[src/rtl/pinmux_pkg.sv]
package pinmux_pkg;

  // Per-pad configuration word, laid out as seen on the register port.
  typedef struct packed {
    logic [1:0] drive;
    logic [1:0] pull;   // bit0 pull-up, bit1 pull-down
    logic       dir;    // 1 = output
    logic [1:0] sel;
  } padCfg_t;

  // Strobes from the write guard to the datapath.
  typedef struct packed {
    logic cfgWe;
    logic errSet;
    logic errClr;
  } ctrlStrobe_t;

  localparam logic [1:0] SEL_BUS = 2'd1;

  // Peripheral signal index reached by a pad under a function code.
  function automatic int sigOf(int nPads, int pad, logic [1:0] code);
    case (code)
      2'd0:    return pad;
      2'd1:    return nPads + pad;
      2'd2:    return 2 * nPads + pad / 2;
      default: return 2 * nPads + nPads / 2 + pad % (nPads / 2);
    endcase
  endfunction

endpackage

[src/rtl/pinmux_guard.sv]
module pinmux_guard
  import pinmux_pkg::*;
#(
  parameter int NUM_PADS = 8,
  parameter int AW = 4
) (
  input  logic                         wrEn,
  input  logic [AW-1:0]                wrAddr,
  input  logic [7:0]                   wrData,
  input  padCfg_t [NUM_PADS-1:0]       cfgQ,
  output ctrlStrobe_t                  strobe
);

  localparam logic [AW-1:0] STAT_ADDR = AW'(NUM_PADS);

  logic clash;
  logic badPull;
  logic isPad;
  logic isStat;

  always_comb begin
    clash = 1'b0;
    for (int p = 0; p < NUM_PADS; p++) begin
      if (AW'(p) != wrAddr &&
          sigOf(NUM_PADS, p, cfgQ[p].sel) == sigOf(NUM_PADS, int'(wrAddr), wrData[1:0]))
        clash = 1'b1;
    end
  end

  assign badPull = (wrData[4:3] == 2'b11);
  assign isPad   = (wrAddr < STAT_ADDR);
  assign isStat  = (wrAddr == STAT_ADDR);

  assign strobe.cfgWe  = wrEn && isPad && !clash && !badPull;
  assign strobe.errSet = wrEn && isPad && (clash || badPull);
  assign strobe.errClr = wrEn && isStat && wrData[0];

endmodule

[src/rtl/pinmux_path.sv]
module pinmux_path
  import pinmux_pkg::*;
#(
  parameter int NUM_PADS = 8,
  parameter int NUM_SIGS = 24,
  parameter int AW = 4
) (
  input  logic                    clk,
  input  logic                    rstN,
  input  ctrlStrobe_t             strobe,
  input  logic [AW-1:0]           wrAddr,
  input  logic [7:0]              wrData,
  input  logic [AW-1:0]           rdAddr,
  output logic [7:0]              rdData,
  output padCfg_t [NUM_PADS-1:0]  cfgQ,
  output logic                    errQ,
  input  logic [NUM_SIGS-1:0]     perOut,
  input  logic                    busOe,
  output logic [NUM_SIGS-1:0]     perIn,
  input  logic [NUM_PADS-1:0]     padIn,
  output logic [NUM_PADS-1:0]     padOut,
  output logic [NUM_PADS-1:0]     padOe,
  output logic [NUM_PADS-1:0]     padPullUp,
  output logic [NUM_PADS-1:0]     padPullDn,
  output logic [2*NUM_PADS-1:0]   padDrive
);

  localparam int PW = (NUM_PADS > 1) ? $clog2(NUM_PADS) : 1;
  localparam logic [AW-1:0] STAT_ADDR = AW'(NUM_PADS);

  always_ff @(posedge clk or negedge rstN) begin
    if (!rstN) begin
      cfgQ <= '0;
      errQ <= 1'b0;
    end else begin
      if (strobe.cfgWe)
        cfgQ[wrAddr[PW-1:0]] <= padCfg_t'(wrData[6:0]);
      if (strobe.errSet)
        errQ <= 1'b1;
      else if (strobe.errClr)
        errQ <= 1'b0;
    end
  end

  always_comb begin
    if (rdAddr < STAT_ADDR)
      rdData = {1'b0, cfgQ[rdAddr[PW-1:0]]};
    else if (rdAddr == STAT_ADDR)
      rdData = {7'd0, errQ};
    else
      rdData = 8'd0;
  end

  for (genvar p = 0; p < NUM_PADS; p++) begin : g_pad
    localparam int S0 = sigOf(NUM_PADS, p, 2'd0);
    localparam int S1 = sigOf(NUM_PADS, p, 2'd1);
    localparam int S2 = sigOf(NUM_PADS, p, 2'd2);
    localparam int S3 = sigOf(NUM_PADS, p, 2'd3);

    always_comb begin
      case (cfgQ[p].sel)
        2'd0:    padOut[p] = perOut[S0];
        2'd1:    padOut[p] = perOut[S1];
        2'd2:    padOut[p] = perOut[S2];
        default: padOut[p] = perOut[S3];
      endcase
    end

    assign padOe[p]            = (cfgQ[p].sel == SEL_BUS) ? busOe : cfgQ[p].dir;
    assign padPullUp[p]        = cfgQ[p].pull[0];
    assign padPullDn[p]        = cfgQ[p].pull[1];
    assign padDrive[2*p +: 2]  = cfgQ[p].drive;
  end

  // Inbound routing: walking downwards lets the lowest pad win as fallback.
  always_comb begin
    perIn = '0;
    for (int p = NUM_PADS - 1; p >= 0; p--)
      perIn[sigOf(NUM_PADS, p, cfgQ[p].sel)] = padIn[p];
  end

endmodule

[src/rtl/pinmux_top.sv]
module pinmux_top
  import pinmux_pkg::*;
#(
  parameter int NUM_PADS = 8,
  localparam int NUM_SIGS = 3 * NUM_PADS,
  localparam int AW = $clog2(NUM_PADS + 1)
) (
  input  logic                   clk,
  input  logic                   rstN,
  input  logic                   wrEn,
  input  logic [AW-1:0]          wrAddr,
  input  logic [7:0]             wrData,
  input  logic [AW-1:0]          rdAddr,
  output logic [7:0]             rdData,
  input  logic [NUM_SIGS-1:0]    perOut,
  input  logic                   busOe,
  output logic [NUM_SIGS-1:0]    perIn,
  input  logic [NUM_PADS-1:0]    padIn,
  output logic [NUM_PADS-1:0]    padOut,
  output logic [NUM_PADS-1:0]    padOe,
  output logic [NUM_PADS-1:0]    padPullUp,
  output logic [NUM_PADS-1:0]    padPullDn,
  output logic [2*NUM_PADS-1:0]  padDrive
);

  ctrlStrobe_t            strobe;
  padCfg_t [NUM_PADS-1:0] cfgQ;
  logic                   errQ;

  pinmux_guard #(.NUM_PADS(NUM_PADS), .AW(AW)) u_guard (
    .wrEn   (wrEn),
    .wrAddr (wrAddr),
    .wrData (wrData),
    .cfgQ   (cfgQ),
    .strobe (strobe)
  );

  pinmux_path #(.NUM_PADS(NUM_PADS), .NUM_SIGS(NUM_SIGS), .AW(AW)) u_path (
    .clk       (clk),
    .rstN      (rstN),
    .strobe    (strobe),
    .wrAddr    (wrAddr),
    .wrData    (wrData),
    .rdAddr    (rdAddr),
    .rdData    (rdData),
    .cfgQ      (cfgQ),
    .errQ      (errQ),
    .perOut    (perOut),
    .busOe     (busOe),
    .perIn     (perIn),
    .padIn     (padIn),
    .padOut    (padOut),
    .padOe     (padOe),
    .padPullUp (padPullUp),
    .padPullDn (padPullDn),
    .padDrive  (padDrive)
  );

endmodule

[config.mk]
export PLATFORM = sky130hd
export DESIGN_NAME = pinmux_top
export DESIGN_NICKNAME = d
export VERILOG_FILES = /design/src/rtl/pinmux_pkg.sv /design/src/rtl/pinmux_guard.sv /design/src/rtl/pinmux_path.sv /design/src/rtl/pinmux_top.sv
export SDC_FILE = /design/constraint.sdc
export NUM_CORES = 1
export LEC_CHECK = 0
export ABC_AREA = 0
export ABC_CLOCK_PERIOD_IN_PS = 2800
export BUFFER_PORTS_ARGS = -buffer_cell sky130_fd_sc_hd__buf_2
export CORE_ASPECT_RATIO = 1.5
export CORE_MARGIN = 2
export CORE_UTILIZATION = 40
export CTS_CLUSTER_SIZE = 40
export DETAILED_ROUTE_END_ITERATION = 8
export PLACE_DENSITY = 0.75
export SETUP_SLACK_MARGIN = 0.2
export SKIP_CTS_REPAIR_TIMING = 1
export SYNTH_ARGS = -nofsm -noshare
export SYNTH_HDL_FRONTEND = slang
export SYNTH_HIERARCHICAL = 1
export SYNTH_SLANG_ARGS = --single-unit
[constraint.sdc]
create_clock -name clk -period 2.8 [get_ports clk]
set_clock_uncertainty 0.1 [all_clocks]
set_input_delay 0.42 -clock clk [delete_from_list [all_inputs] [get_ports clk]]
set_output_delay 0.42 -clock clk [all_outputs]
set_load 0.02 [all_outputs]
==> impl_results.html, run 1 <==
<table>
<tr><th>Metric</th><th>Value</th></tr>
<tr><th colspan="2">Routing</th></tr>
<tr><td>Mean number of vias per cell</td><td>5.71</td></tr>
<tr><td>Initial DRC count</td><td>roughly 220</td></tr>
<tr><td>Vias</td><td>around 4400</td></tr>
<tr><td>Total routed wirelength</td><td>around 16000 microns</td></tr>
<tr><td>WL/cell</td><td>20.3 microns</td></tr>
<tr><td>DRC viols</td><td>0</td></tr>
<tr><td>Antenna-violating nets left</td><td>0</td></tr>
<tr><td>First drt pass iteration count</td><td>5</td></tr>
<tr><th colspan="2">Run status</th></tr>
<tr><td>Outcome</td><td>complete, but fails checks</td></tr>
<tr><td>Violations in the final reports</td><td>setup timing</td></tr>
<tr><th colspan="2">Cells and area</th></tr>
<tr><td>Fraction of final layout cells sized beyond drive strength 1</td><td>between 50 and 60%</td></tr>
<tr><td>Final Net Count</td><td>663</td></tr>
<tr><td>Post-route cell area</td><td>6450 sq um</td></tr>
<tr><td>Area overhead of the layout relative to synthesis</td><td>37.9%</td></tr>
<tr><td># diodes</td><td>0</td></tr>
<tr><th colspan="2">Timing</th></tr>
<tr><td>Setup repair after global routing missed its margin</td><td>true</td></tr>
<tr><td>Setup-failing EPs final</td><td>28</td></tr>
<tr><td>Number of hold violations in the final report</td><td>0</td></tr>
<tr><td>Tmin final</td><td>approximately 2.9 ns</td></tr>
<tr><td>Setup WS post-layout</td><td>-0.0677 ns</td></tr>
<tr><td>Final setup TNS</td><td>-1.18 ns</td></tr>
<tr><td>Slew at the pin closest to its max-slew limit</td><td>between 0.7 and 0.8 ns</td></tr>
<tr><td>Final worst-path cycle share</td><td>102%</td></tr>
<tr><td>Relative slew slack</td><td>51.9%</td></tr>
<tr><td>Highest achievable clock rate</td><td>0.349 GHz</td></tr>
<tr><td>Number of pins exceeding their max-slew limit in the final report</td><td>0</td></tr>
<tr><th colspan="2">Worst hold path</th></tr>
<tr><td>HP Class</td><td>in -&gt; async</td></tr>
<tr><th colspan="2">Clock tree</th></tr>
<tr><td>Num CTS Buffers</td><td>9</td></tr>
<tr><td>Clock Latency Late Sink</td><td>approximately 0.33 ns</td></tr>
<tr><td>Maximum number of buffers from clock root to sink</td><td>2</td></tr>
<tr><td>Clock tree from TritonCTS</td><td>done</td></tr>
<tr><td>Clk pin slew, worst setup/hold paths</td><td>about 0.050 ns</td></tr>
<tr><td>Number of H-tree levels</td><td>3</td></tr>
<tr><td>CTS root buffer</td><td>sky130_fd_sc_hd__clkbuf_16</td></tr>
<tr><td>Total number of clock tree sinks</td><td>57</td></tr>
<tr><th colspan="2">Yosys</th></tr>
<tr><td>Synth async-reset ratio</td><td>100%</td></tr>
<tr><td>Number of unique standard cell types used by synthesis</td><td>74</td></tr>
<tr><td>Yosys top cell area share</td><td>between 30% and 40%</td></tr>
<tr><td>Leading cell types by count after synthesis</td><td>sky130_fd_sc_hd__mux2_2 (67), sky130_fd_sc_hd__dfrtp_1 (57), sky130_fd_sc_hd__buf_4 (35)</td></tr>
<tr><td>Main flop type after synthesis</td><td>sky130_fd_sc_hd__dfrtp_1</td></tr>
<tr><td>Post-Synthesis Net Count</td><td>between 400 and 500</td></tr>
<tr><td>Mean post-synth cell area</td><td>~11 sq um</td></tr>
<tr><td>Most area-consuming cells after synthesis</td><td>sky130_fd_sc_hd__dfrtp_1 (31%), sky130_fd_sc_hd__mux2_2 (16%), sky130_fd_sc_hd__mux4_2 (10%)</td></tr>
<tr><td>Post-synthesis sequential element count</td><td>57</td></tr>
<tr><td>Cells after Synth</td><td>between 400 and 500</td></tr>
<tr><td>YS warnings</td><td>6</td></tr>
<tr><td>Sequential-to-total area share from yosys stat</td><td>30.5%</td></tr>
<tr><td>Cell with the most instances after synthesis</td><td>sky130_fd_sc_hd__mux2_2</td></tr>
<tr><td>Summed instance area of the synthesized netlist</td><td>~4700 sq um</td></tr>
<tr><td>Count of flip-flops with a built-in enable after synthesis</td><td>0</td></tr>
<tr><td>Dominant cell type by area after synthesis</td><td>sky130_fd_sc_hd__dfrtp_1</td></tr>
<tr><th colspan="2">Global routing</th></tr>
<tr><td>Wire length of the first global-routing pass</td><td>about 24000 microns</td></tr>
<tr><td>Grt total ovfl</td><td>0</td></tr>
<tr><td>Maximum number of pins on one net before global-route repair</td><td>58</td></tr>
<tr><td>Total global-route track usage</td><td>roughly a quarter</td></tr>
<tr><td>Vias in the first global route</td><td>4357</td></tr>
<tr><td>Antenna violations before repair</td><td>0</td></tr>
<tr><th colspan="2">Placed design</th></tr>
<tr><td>Routability congestion estimate from global placement</td><td>around 0.93</td></tr>
<tr><td>Standard cell area after detailed placement</td><td>slightly below 6000 sq um</td></tr>
<tr><td>Number of port buffers</td><td>129</td></tr>
<tr><td>DP Wirelength</td><td>11500 microns</td></tr>
<tr><td>Setup slack after placement</td><td>-0.472 ns</td></tr>
<tr><th colspan="2">Die</th></tr>
<tr><td>Horizontal die dimension</td><td>between 90 and 100 microns</td></tr>
<tr><td>Number of placed I/O pins</td><td>132</td></tr>
<tr><td>Cell row count</td><td>48</td></tr>
<tr><td>Area inside the core boundary</td><td>between 10000 and 15000 sq um</td></tr>
<tr><td>Die area</td><td>12600 sq um</td></tr>
<tr><td>Initial Util</td><td>between 40% and 50%</td></tr>
<tr><td>Die boundary height</td><td>around 140 microns</td></tr>
<tr><th colspan="2">Worst setup path</th></tr>
<tr><td>Required time at the endpoint of the critical path</td><td>2.90 ns</td></tr>
<tr><td>Critical Path Sink Type</td><td>flip-flop</td></tr>
<tr><td>Slowest cell on the critical path</td><td>sky130_fd_sc_hd__a2111o_1</td></tr>
<tr><td>Arrival time worst endpoint</td><td>2.97 ns</td></tr>
<tr><td>Count of cells along the worst register-to-register path</td><td>10</td></tr>
<tr><td>Max incr delay on CP</td><td>~0.43 ns</td></tr>
<tr><td>Maximum fanout along the worst path</td><td>7</td></tr>
<tr><td>Sort of element at the start of the critical path</td><td>input pin</td></tr>
<tr><td>Worst setup path category</td><td>in -&gt; reg</td></tr>
<tr><td>Cells along the critical path</td><td>buf_4, buf_4, xnor2_1, buf_4, o32ai_1, nor3_1, a211oi_1, a2111o_1, nor3_2, buf_4, nand2b_4, nor3b_4, buf_6, mux2_2</td></tr>
<tr><td>Worst reg2reg setup slack</td><td>-0.05 ns</td></tr>
<tr><td>R2R Path End</td><td>u_path/cfgQ[28]</td></tr>
<tr><td>Cell type with the highest occurrence count on the critical path</td><td>sky130_fd_sc_hd__buf_4</td></tr>
<tr><td>Worst r2r src</td><td>u_path/cfgQ[14]</td></tr>
<tr><th colspan="2">Power</th></tr>
<tr><td>Pwr/cell area</td><td>roughly 830 nW/um^2</td></tr>
<tr><td>Max rail drop VDD</td><td>618 uV</td></tr>
<tr><td>Static Leakage</td><td>roughly 3.2 nW</td></tr>
<tr><th colspan="2">Run</th></tr>
<tr><td>Max-cap check violation count</td><td>0</td></tr>
</table>
-- routing by layer --
| metal | GRT usage, % | part of all wire (%) | up-vias |
|---|---|---|---|
| met5 | 0 | 0 | - |
| met4 | 10.4 | 3.3 | 0 |
| met3 | 2.88 | 3.5 | 32 |
| met2 | 44.4 | 55 | 127 |
| met1 | 27.8 | 39 | 2232 |
| li1 | - | - | 1977 |
-- registers in the layout, indices dropped and copies added (netlist names) --
register / count
u_path/errQ: 1
u_path/cfgQ: 56
-- kinds of logic (layout without fill, tap and decap cells) --
family	after synthesis	after routing	share of synthesized area, %
xor gates and xnor gates	4	4	0.750
buffers and inverters	75	249	10.4
DFF	57	57	30.5
and+or+nand+nor	133	133	18.1
AOI/OAI and AO/OA	73	73	11.4
other	1	1	0.0802
muxes	98	98	28.7
-- through the flow --
| step | util [%] | power, W | cells | hold WS (ns) |
|---|---|---|---|---|
| after global routing | 56.2 | 0.00561 | 765 | 0.197 |
| after floorplan | - | 0.00327 | 441 | 0.0244 |
| after CTS | 53.7 | 0.00521 | 761 | 0.147 |
| after global placement | 50.9 | 0.00398 | 746 | 0.372 |
| after detailed placement | 50.9 | 0.00406 | 746 | 0.372 |
| final | 56.2 | 0.00537 | 765 | 0.129 |
-- worst max-delay path, delay by kind of cell --
kind / cells / cell delay [ns]
buffers and inverters: 5 / 0.78
and+or+nand+nor: 4 / 0.69
AOI/OAI and AO/OA: 3 / 0.61
muxes: 1 / 0.33
xor gates and xnor gates: 1 / 0.14
-- final cells by class --
class / count / area [sq um]
fill: 957 / 5020
timing repair buffer: 226 / 1520
multi-input combinational: 309 / 2970
inverter: 8 / 30.0
tap: 150 / 188
sequential: 57 / 1430
clock buffer: 13 / 280
clock inverter: 2 / 35.0
-- cells in the final DEF (no fill, tap or decap), types with 10 or more instances in the layout --
master and instances:
sky130_fd_sc_hd__mux2_4 36, sky130_fd_sc_hd__buf_4 77, sky130_fd_sc_hd__nor2b_1 15, sky130_fd_sc_hd__mux4_2 21, sky130_fd_sc_hd__nand2_1 17, sky130_fd_sc_hd__mux2_2 31, sky130_fd_sc_hd__nand3_1 10, sky130_fd_sc_hd__a21oi_1 13
sky130_fd_sc_hd__dfrtp_1 57, sky130_fd_sc_hd__nor2_1 13, sky130_fd_sc_hd__nor3b_1 11, sky130_fd_sc_hd__buf_2 126, sky130_fd_sc_hd__buf_6 17
-- worst max path at each step --
stage	cells past startpoint	from	end
floorplan	12	wrData[0]	u_path/cfgQ[10]
global placement	12	wrData[1]	u_path/cfgQ[29]
detailed placement	12	wrData[1]	u_path/cfgQ[28]
CTS	12	wrData[1]	u_path/cfgQ[28]
global route	13	wrData[0]	u_path/cfgQ[28]
finish	14	wrAddr[3]	u_path/cfgQ[28]
-- power breakdown --
| part | switching (W) | leakage, nW | internal, W |
|---|---|---|---|
| logic | 0.00147 | 2.29 | 0.00135 |
| registers | 0.000298 | 0.723 | 0.00112 |
| clock network | 0.000350 | 0.158 | 0.000776 |
Note: power is estimated with default switching activity, not from simulation.
==> run 2, diff against run 1 <==
--- a/config.mk
+++ b/config.mk
@@ -11,8 +11,8 @@
 export CORE_ASPECT_RATIO = 1.5
 export CORE_MARGIN = 2
 export CORE_UTILIZATION = 40
-export CTS_CLUSTER_SIZE = 40
 export DETAILED_ROUTE_END_ITERATION = 8
+export GPL_TIMING_DRIVEN = 0
 export PLACE_DENSITY = 0.75
 export SETUP_SLACK_MARGIN = 0.2
 export SKIP_CTS_REPAIR_TIMING = 1
==> impl_results.html, run 2 (synthesized netlist as in run 1, its figures left out) <==
<table>
<tr><th>Metric</th><th>Value</th></tr>
<tr><th colspan="2">Clock tree</th></tr>
<tr><td>Num CTS Buffers</td><td>9 (unchanged)</td></tr>
<tr><td>Number of H-tree levels</td><td>3 (unchanged)</td></tr>
<tr><td>Clk pin slew, worst setup/hold paths</td><td>0.05 ns (about the same)</td></tr>
<tr><td>Clock tree from TritonCTS</td><td>done</td></tr>
<tr><td>Maximum number of buffers from clock root to sink</td><td>2 (unchanged)</td></tr>
<tr><td>CTS root buffer</td><td>sky130_fd_sc_hd__clkbuf_16</td></tr>
<tr><td>Total number of clock tree sinks</td><td>57 (unchanged)</td></tr>
<tr><td>Clock Latency Late Sink</td><td>0.33 ns (about the same)</td></tr>
<tr><th colspan="2">Routing</th></tr>
<tr><td>WL/cell</td><td>21.5 microns (+5.7%)</td></tr>
<tr><td>DRC viols</td><td>0 (unchanged)</td></tr>
<tr><td>Antenna-violating nets left</td><td>0 (unchanged)</td></tr>
<tr><td>Mean number of vias per cell</td><td>5.83 (+2.1%)</td></tr>
<tr><td>Total routed wirelength</td><td>16300 microns (+4.5%)</td></tr>
<tr><td>Vias</td><td>4408 (+0.92%)</td></tr>
<tr><td>First drt pass iteration count</td><td>7 (+2)</td></tr>
<tr><td>Initial DRC count</td><td>258 (+15%)</td></tr>
<tr><th colspan="2">Power</th></tr>
<tr><td>Pwr/cell area</td><td>855 nW/um^2 (+2.7%)</td></tr>
<tr><td>Static Leakage</td><td>3.04 nW (-4.2%)</td></tr>
<tr><td>Total power after layout</td><td>0.00546 W (+1.8%)</td></tr>
<tr><td>Max rail drop VDD</td><td>716 uV (+16%)</td></tr>
<tr><th colspan="2">Worst setup path</th></tr>
<tr><td>Crit path from</td><td>wrData[0]</td></tr>
<tr><td>R2R Path End</td><td>u_path/cfgQ[9]</td></tr>
<tr><td>Sort of element at the start of the critical path</td><td>input pin</td></tr>
<tr><td>Maximum fanout along the worst path</td><td>6 (-1)</td></tr>
<tr><td>Arrival time worst endpoint</td><td>3.22 ns (+0.25 ns)</td></tr>
<tr><td>Worst r2r src</td><td>u_path/cfgQ[49]</td></tr>
<tr><td>Count of cells along the worst register-to-register path</td><td>11 (+1)</td></tr>
<tr><td>Worst setup path category</td><td>in -&gt; reg</td></tr>
<tr><td>Critical Path Sink Type</td><td>flip-flop</td></tr>
<tr><td>Worst setup path endpoint</td><td>u_path/cfgQ[9]</td></tr>
<tr><td>Required time at the endpoint of the critical path</td><td>2.91 ns (about the same)</td></tr>
<tr><td>Worst reg2reg setup slack</td><td>-0.23 ns (-0.18 ns)</td></tr>
<tr><th colspan="2">Timing</th></tr>
<tr><td>Relative slew slack</td><td>50.3% (-1.6 points)</td></tr>
<tr><td>Final worst-path cycle share</td><td>111% (+8.6 points)</td></tr>
<tr><td>Setup-failing EPs final</td><td>56 (+100%)</td></tr>
<tr><td>Number of hold violations in the final report</td><td>0 (unchanged)</td></tr>
<tr><td>Setup WS post-layout</td><td>-0.309 ns (-0.241 ns)</td></tr>
<tr><td>Number of pins exceeding their max-slew limit in the final report</td><td>0 (unchanged)</td></tr>
<tr><td>Setup repair after global routing missed its margin</td><td>true</td></tr>
<tr><td>Tmin final</td><td>3.11 ns (+0.241 ns)</td></tr>
<tr><td>Highest achievable clock rate</td><td>0.322 GHz (-7.8%)</td></tr>
<tr><td>Slew at the pin closest to its max-slew limit</td><td>0.745 ns (+0.0236 ns)</td></tr>
<tr><td>Final setup TNS</td><td>-10.19 ns (-9.01 ns)</td></tr>
<tr><th colspan="2">Die</th></tr>
<tr><td>Cell row count</td><td>48 (unchanged)</td></tr>
<tr><td>Die boundary height</td><td>136 microns (unchanged)</td></tr>
<tr><td>Area inside the core boundary</td><td>11500 sq um (unchanged)</td></tr>
<tr><td>Initial Util</td><td>40.8% (unchanged)</td></tr>
<tr><td>Number of placed I/O pins</td><td>132 (unchanged)</td></tr>
<tr><td>Die area</td><td>12600 sq um (unchanged)</td></tr>
<tr><td>Horizontal die dimension</td><td>92.3 microns (unchanged)</td></tr>
<tr><th colspan="2">Global routing</th></tr>
<tr><td>Total global-route track usage</td><td>24.3% (+0.25 points)</td></tr>
<tr><td>Grt total ovfl</td><td>0 (unchanged)</td></tr>
<tr><td>Vias in the first global route</td><td>4298 (-1.4%)</td></tr>
<tr><td>Antenna violations before repair</td><td>0 (unchanged)</td></tr>
<tr><td>Global routing usage on met3</td><td>2.88% (unchanged)</td></tr>
<tr><td>Met2 track utilization from global routing</td><td>44.9% (+0.57 points)</td></tr>
<tr><td>Wire length of the first global-routing pass</td><td>23400 microns (-0.79%)</td></tr>
<tr><td>Maximum number of pins on one net before global-route repair</td><td>58 (unchanged)</td></tr>
<tr><td>Peak-usage layer in the global routing report</td><td>met2</td></tr>
<tr><td>GRT met1 Usage</td><td>27.7% (-0.16 points)</td></tr>
<tr><th colspan="2">Cells and area</th></tr>
<tr><td>Flip-flop count of the largest register after layout</td><td>56 (unchanged)</td></tr>
<tr><td>Register containing the most flip-flops in the final layout</td><td>u_path/cfgQ</td></tr>
<tr><td>Commonest non-fill, non-tap cell in the layout</td><td>sky130_fd_sc_hd__buf_2</td></tr>
<tr><td>Most frequent cells in the layout</td><td>sky130_fd_sc_hd__buf_2 (128), sky130_fd_sc_hd__dfrtp_1 (53), sky130_fd_sc_hd__buf_4 (51)</td></tr>
<tr><td># diodes</td><td>0 (unchanged)</td></tr>
<tr><td>Core utilization of the finished layout</td><td>55.7% (-0.49 points)</td></tr>
<tr><td>Fraction of final layout cells sized beyond drive strength 1</td><td>56.6% (-0.15 points)</td></tr>
<tr><td>Combined flip-flop and latch cell area</td><td>1430 sq um (+0.35%)</td></tr>
<tr><td>Largest registers in the final layout</td><td>u_path/cfgQ (56), u_path/errQ (1)</td></tr>
<tr><td>Footprint of the multi-input gates</td><td>2950 sq um (-0.59%)</td></tr>
<tr><td>Fill cells</td><td>987 (+3.1%)</td></tr>
<tr><td>Area overhead of the layout relative to synthesis</td><td>36.7%</td></tr>
<tr><td>Final Net Count</td><td>654 (-1.4%)</td></tr>
<tr><th colspan="2">Placed design</th></tr>
<tr><td>Number of port buffers</td><td>124 (-3.9%)</td></tr>
<tr><td>Routability congestion estimate from global placement</td><td>0.919 (-1.6%)</td></tr>
<tr><td>DP Wirelength</td><td>11300 microns (-1.9%)</td></tr>
<tr><th colspan="2">Run status</th></tr>
<tr><td>Violations in the final reports</td><td>setup timing</td></tr>
<tr><td>Outcome</td><td>complete, but fails checks</td></tr>
<tr><th colspan="2">Run</th></tr>
<tr><td>Max-cap check violation count</td><td>0 (unchanged)</td></tr>
<tr><th colspan="2">Worst hold path</th></tr>
<tr><td>HP Class</td><td>in -&gt; async</td></tr>
</table>
[run 2: per-stage QoR]
stage               cell area [sq um]  instances  hold WS, ns  setup WS (ns)
global placement                 5550        715        0.369          -1.03
CTS                              5860        730        0.314         -0.772
global route                     6390        756        0.119         -0.365
detailed placement               5550        715        0.377          -1.07
finish                           6390        756       0.0460         -0.309
floorplan                        4740        441       0.0244         -0.155
[run 2: cell type report]
type                    count  area share (%)
clock inverters             2           0.548
inverters                   8           0.529
multi-input cells         309            46.2
clock buffers              13            4.39
well taps                 150            2.94
plain buffers              67            8.09
repair buffers            150            14.9
flip-flops and latches     57            22.4
[run 2: report_power, final]
group / switching, W / internal (W) / total [W]
clock: 0.000369 / 0.000778 / 0.00115
combinational: 0.00139 / 0.00141 / 0.00280
sequential: 0.000387 / 0.00113 / 0.00151
[run 2: metal layers]
| metal | vias to the layer above | part of all wire (%) | routed length [microns] |
|---|---|---|---|
| li1 | 1961 | - | - |
| met1 | 2176 | 37 | 6050 |
| met2 | 211 | 54 | 8730 |
| met3 | 60 | 4.9 | 790 |
| met4 | 0 | 4.3 | 693 |
| met5 | - | 0 | 0 |
[run 2: how the worst min path moves through the flow]
stage,cells past startpoint,start,to,slack (ns)
after detailed placement,1,u_path/errQ,u_path/errQ,0.38
after CTS,1,rstN,u_path/cfgQ[34],0.31
after global placement,1,u_path/errQ,u_path/errQ,0.37
after floorplan,0,rstN,u_path/cfgQ[0],0.02
after global routing,1,rstN,u_path/cfgQ[54],0.12
final,1,rstN,u_path/cfgQ[54],0.05
[run 2: worst max-delay path: stages]
cell and delay, ns:
sky130_fd_sc_hd__buf_12 0.11, sky130_fd_sc_hd__buf_8 0.13, sky130_fd_sc_hd__xnor2_2 0.38, sky130_fd_sc_hd__o32ai_1 0.15, sky130_fd_sc_hd__nor3_1 0.35, sky130_fd_sc_hd__a211oi_2 0.09
sky130_fd_sc_hd__a2111o_1 0.38, sky130_fd_sc_hd__nor3_2 0.19, sky130_fd_sc_hd__buf_4 0.18, sky130_fd_sc_hd__nand2b_4 0.09, sky130_fd_sc_hd__nor3b_4 0.25, sky130_fd_sc_hd__buf_6 0.17
sky130_fd_sc_hd__mux2_4 0.30
==> run 3, diff against run 2 <==
--- a/config.mk
+++ b/config.mk
@@ -7,7 +7,7 @@
 export LEC_CHECK = 0
 export ABC_AREA = 0
 export ABC_CLOCK_PERIOD_IN_PS = 2800
-export BUFFER_PORTS_ARGS = -buffer_cell sky130_fd_sc_hd__buf_2
+export BUFFER_PORTS_ARGS = -buffer_cell sky130_fd_sc_hd__buf_4
 export CORE_ASPECT_RATIO = 1.5
 export CORE_MARGIN = 2
 export CORE_UTILIZATION = 40
==> impl_results.html, run 3 (synthesized netlist as in run 1, its figures left out) <==
<table>
<tr><th>Metric</th><th>Value</th></tr>
<tr><th colspan="2">Routing</th></tr>
<tr><td>Antenna-violating nets left</td><td>0 (unchanged)</td></tr>
<tr><td>Vias</td><td>4453 (+1.0%)</td></tr>
<tr><td>Total routed wirelength</td><td>16200 microns (-0.23%)</td></tr>
<tr><td>DRC viols</td><td>0 (unchanged)</td></tr>
<tr><td>WL/cell</td><td>21.4 microns (-0.49%)</td></tr>
<tr><td>Initial DRC count</td><td>273 (+5.8%)</td></tr>
<tr><td>First drt pass iteration count</td><td>5 (-2)</td></tr>
<tr><td>Mean number of vias per cell</td><td>5.87 (+0.75%)</td></tr>
<tr><th colspan="2">Worst setup path</th></tr>
<tr><td>R2R Path End</td><td>u_path/cfgQ[16]</td></tr>
<tr><td>Worst r2r src</td><td>u_path/cfgQ[14]</td></tr>
<tr><td>Required time at the endpoint of the critical path</td><td>2.91 ns (about the same)</td></tr>
<tr><td>Worst reg2reg setup slack</td><td>-0.09 ns (+0.14 ns)</td></tr>
<tr><td>Largest delay share family, worst path</td><td>simple AND/OR/NAND/NOR gates</td></tr>
<tr><td>Number of buffer and inverter stages on the critical path</td><td>5 (+1)</td></tr>
<tr><td>Crit path from</td><td>wrData[1]</td></tr>
<tr><td>Count of cells along the worst register-to-register path</td><td>11 (unchanged)</td></tr>
<tr><td>Number of cells on the critical path</td><td>14 (+1)</td></tr>
<tr><td>Sort of element at the start of the critical path</td><td>input pin</td></tr>
<tr><td>Cell type with the highest occurrence count on the critical path</td><td>sky130_fd_sc_hd__buf_12</td></tr>
<tr><td>Cells along the critical path</td><td>buf_12, buf_8, nor3b_4, or3_1, a32oi_2, o32ai_2, a2111o_1, nor3_2, buf_4, buf_12, nand2_4, nor3_4, buf_12, mux2_4</td></tr>
<tr><td>Critical Path Sink Type</td><td>flip-flop</td></tr>
<tr><td>Maximum fanout along the worst path</td><td>7 (+1)</td></tr>
<tr><td>Max incr delay on CP</td><td>0.38 ns (about the same)</td></tr>
<tr><td>Slowest cell on the critical path</td><td>sky130_fd_sc_hd__or3_1</td></tr>
<tr><td>Arrival time worst endpoint</td><td>3.07 ns (-0.15 ns)</td></tr>
<tr><td>Worst setup path category</td><td>in -&gt; reg</td></tr>
<tr><th colspan="2">Clock tree</th></tr>
<tr><td>CTS root buffer</td><td>sky130_fd_sc_hd__clkbuf_16</td></tr>
<tr><td>Clock tree from TritonCTS</td><td>done</td></tr>
<tr><td>Clk pin slew, worst setup/hold paths</td><td>0.05 ns (about the same)</td></tr>
<tr><td>Num CTS Buffers</td><td>9 (unchanged)</td></tr>
<tr><td>Number of H-tree levels</td><td>3 (unchanged)</td></tr>
<tr><td>Total number of clock tree sinks</td><td>57 (unchanged)</td></tr>
<tr><td>Clock Latency Late Sink</td><td>0.33 ns (about the same)</td></tr>
<tr><td>Maximum number of buffers from clock root to sink</td><td>2 (unchanged)</td></tr>
<tr><th colspan="2">Placed design</th></tr>
<tr><td>Number of port buffers</td><td>124 (unchanged)</td></tr>
<tr><td>DP Wirelength</td><td>11400 microns (+0.71%)</td></tr>
<tr><td>Routability congestion estimate from global placement</td><td>0.956 (+4.0%)</td></tr>
<tr><th colspan="2">Timing</th></tr>
<tr><td>Setup-failing EPs final</td><td>36 (-36%)</td></tr>
<tr><td>Setup WS post-layout</td><td>-0.157 ns (+0.152 ns)</td></tr>
<tr><td>Final worst-path cycle share</td><td>106% (-5.4 points)</td></tr>
<tr><td>Tmin final</td><td>2.96 ns (-0.152 ns)</td></tr>
<tr><td>Highest achievable clock rate</td><td>0.338 GHz (+5.1%)</td></tr>
<tr><td>Number of hold violations in the final report</td><td>0 (unchanged)</td></tr>
<tr><td>Slew at the pin closest to its max-slew limit</td><td>0.717 ns (-0.0279 ns)</td></tr>
<tr><td>Final setup TNS</td><td>-4.11 ns (+6.08 ns)</td></tr>
<tr><td>Setup repair after global routing missed its margin</td><td>true</td></tr>
<tr><td>Relative slew slack</td><td>52.2% (+1.9 points)</td></tr>
<tr><td>Number of pins exceeding their max-slew limit in the final report</td><td>0 (unchanged)</td></tr>
<tr><th colspan="2">Cells and area</th></tr>
<tr><td>Flip-flop count of the largest register after layout</td><td>56 (unchanged)</td></tr>
<tr><td>Combined flip-flop and latch cell area</td><td>1440 sq um (+0.26%)</td></tr>
<tr><td>Most frequent cells in the layout</td><td>sky130_fd_sc_hd__buf_4 (175), sky130_fd_sc_hd__dfrtp_1 (50), sky130_fd_sc_hd__mux2_4 (38)</td></tr>
<tr><td>Largest registers in the final layout</td><td>u_path/cfgQ (56), u_path/errQ (1)</td></tr>
<tr><td>Core utilization of the finished layout</td><td>59.2% (+3.5 points)</td></tr>
<tr><td>Commonest non-fill, non-tap cell in the layout</td><td>sky130_fd_sc_hd__buf_4</td></tr>
<tr><td>Final Net Count</td><td>655 (+0.15%)</td></tr>
<tr><td># diodes</td><td>0 (unchanged)</td></tr>
<tr><td>Register containing the most flip-flops in the final layout</td><td>u_path/cfgQ</td></tr>
<tr><td>Area overhead of the layout relative to synthesis</td><td>45.3%</td></tr>
<tr><td>Fill cells</td><td>931 (-5.7%)</td></tr>
<tr><td>Fraction of final layout cells sized beyond drive strength 1</td><td>57.7% (+1.1 points)</td></tr>
<tr><td>Footprint of the multi-input gates</td><td>3050 sq um (+3.3%)</td></tr>
<tr><th colspan="2">Run status</th></tr>
<tr><td>Outcome</td><td>complete, but fails checks</td></tr>
<tr><td>Violations in the final reports</td><td>setup timing</td></tr>
<tr><th colspan="2">Die</th></tr>
<tr><td>Die boundary height</td><td>136 microns (unchanged)</td></tr>
<tr><td>Die area</td><td>12600 sq um (unchanged)</td></tr>
<tr><td>Horizontal die dimension</td><td>92.3 microns (unchanged)</td></tr>
<tr><td>Area inside the core boundary</td><td>11500 sq um (unchanged)</td></tr>
<tr><td>Cell row count</td><td>48 (unchanged)</td></tr>
<tr><td>Number of placed I/O pins</td><td>132 (unchanged)</td></tr>
<tr><td>Initial Util</td><td>40.8% (unchanged)</td></tr>
<tr><th colspan="2">Power</th></tr>
<tr><td>Static Leakage</td><td>3.16 nW (+4.1%)</td></tr>
<tr><td>Max rail drop VDD</td><td>656 uV (-8.4%)</td></tr>
<tr><td>Pwr/cell area</td><td>834 nW/um^2 (-2.4%)</td></tr>
<tr><th colspan="2">Global routing</th></tr>
<tr><td>Vias in the first global route</td><td>4305 (+0.16%)</td></tr>
<tr><td>Total global-route track usage</td><td>24.3% (+0.032 points)</td></tr>
<tr><td>Wire length of the first global-routing pass</td><td>23600 microns (+0.74%)</td></tr>
<tr><td>Maximum number of pins on one net before global-route repair</td><td>58 (unchanged)</td></tr>
<tr><td>Antenna violations before repair</td><td>0 (unchanged)</td></tr>
<tr><td>Grt total ovfl</td><td>0 (unchanged)</td></tr>
<tr><th colspan="2">Run</th></tr>
<tr><td>Max-cap check violation count</td><td>0 (unchanged)</td></tr>
<tr><th colspan="2">Worst hold path</th></tr>
<tr><td>HP Class</td><td>in -&gt; async</td></tr>
</table>
run 3: layout make-up:
cell class | instances | share of cell area [%]
well taps | 150 | 2.76
plain buffers | 67 | 7.77
clock inverters | 2 | 0.147
clock buffers | 14 | 4.18
repair buffers | 151 | 18.6
inverters | 8 | 0.497
multi-input cells | 309 | 44.9
flip-flops and latches | 57 | 21.1
run 3: worst max path at each step:
stage | end | slack [ns]
2_1_floorplan | u_path/cfgQ[10] | -0.15
3_3_place_gp | u_path/cfgQ[25] | -0.97
3_5_place_dp | u_path/cfgQ[18] | -0.95
4_1_cts | u_path/cfgQ[22] | -0.63
5_1_grt | u_path/cfgQ[9] | -0.22
6_report | u_path/cfgQ[16] | -0.16
run 3: stage by stage:
| step | cell area [sq um] | setup WS, ns | hold slack [ns] | power, W | cells |
|---|---|---|---|---|---|
| after global routing | 6790 | -0.222 | 0.100 | 0.00593 | 758 |
| after floorplan | 4740 | -0.155 | 0.0244 | 0.00327 | 441 |
| after CTS | 6150 | -0.632 | 0.0739 | 0.00540 | 731 |
| final | 6790 | -0.157 | 0.0517 | 0.00566 | 758 |
| after global placement | 5860 | -0.968 | 0.375 | 0.00427 | 715 |
| after detailed placement | 5860 | -0.953 | 0.381 | 0.00433 | 715 |
run 3: power breakdown:
group	internal (W)	total, W	switching, W	leakage, nW
Clock	0.000691	0.00105	0.000358	0.149
Combinational	0.00168	0.00309	0.00141	2.30
Sequential	0.00113	0.00153	0.000395	0.714
run 3: metal layers:
layer / global-route usage [%] / wire length [microns] / part of all wire (%) / vias up
li1: - / - / - / 1969
met1: 27.7 / 6060 / 37 / 2252
met2: 45.4 / 8870 / 55 / 192
met3: 3.16 / 783 / 4.8 / 40
met4: 10.3 / 512 / 3.2 / 0
met5: 0 / 0 / 0 / -
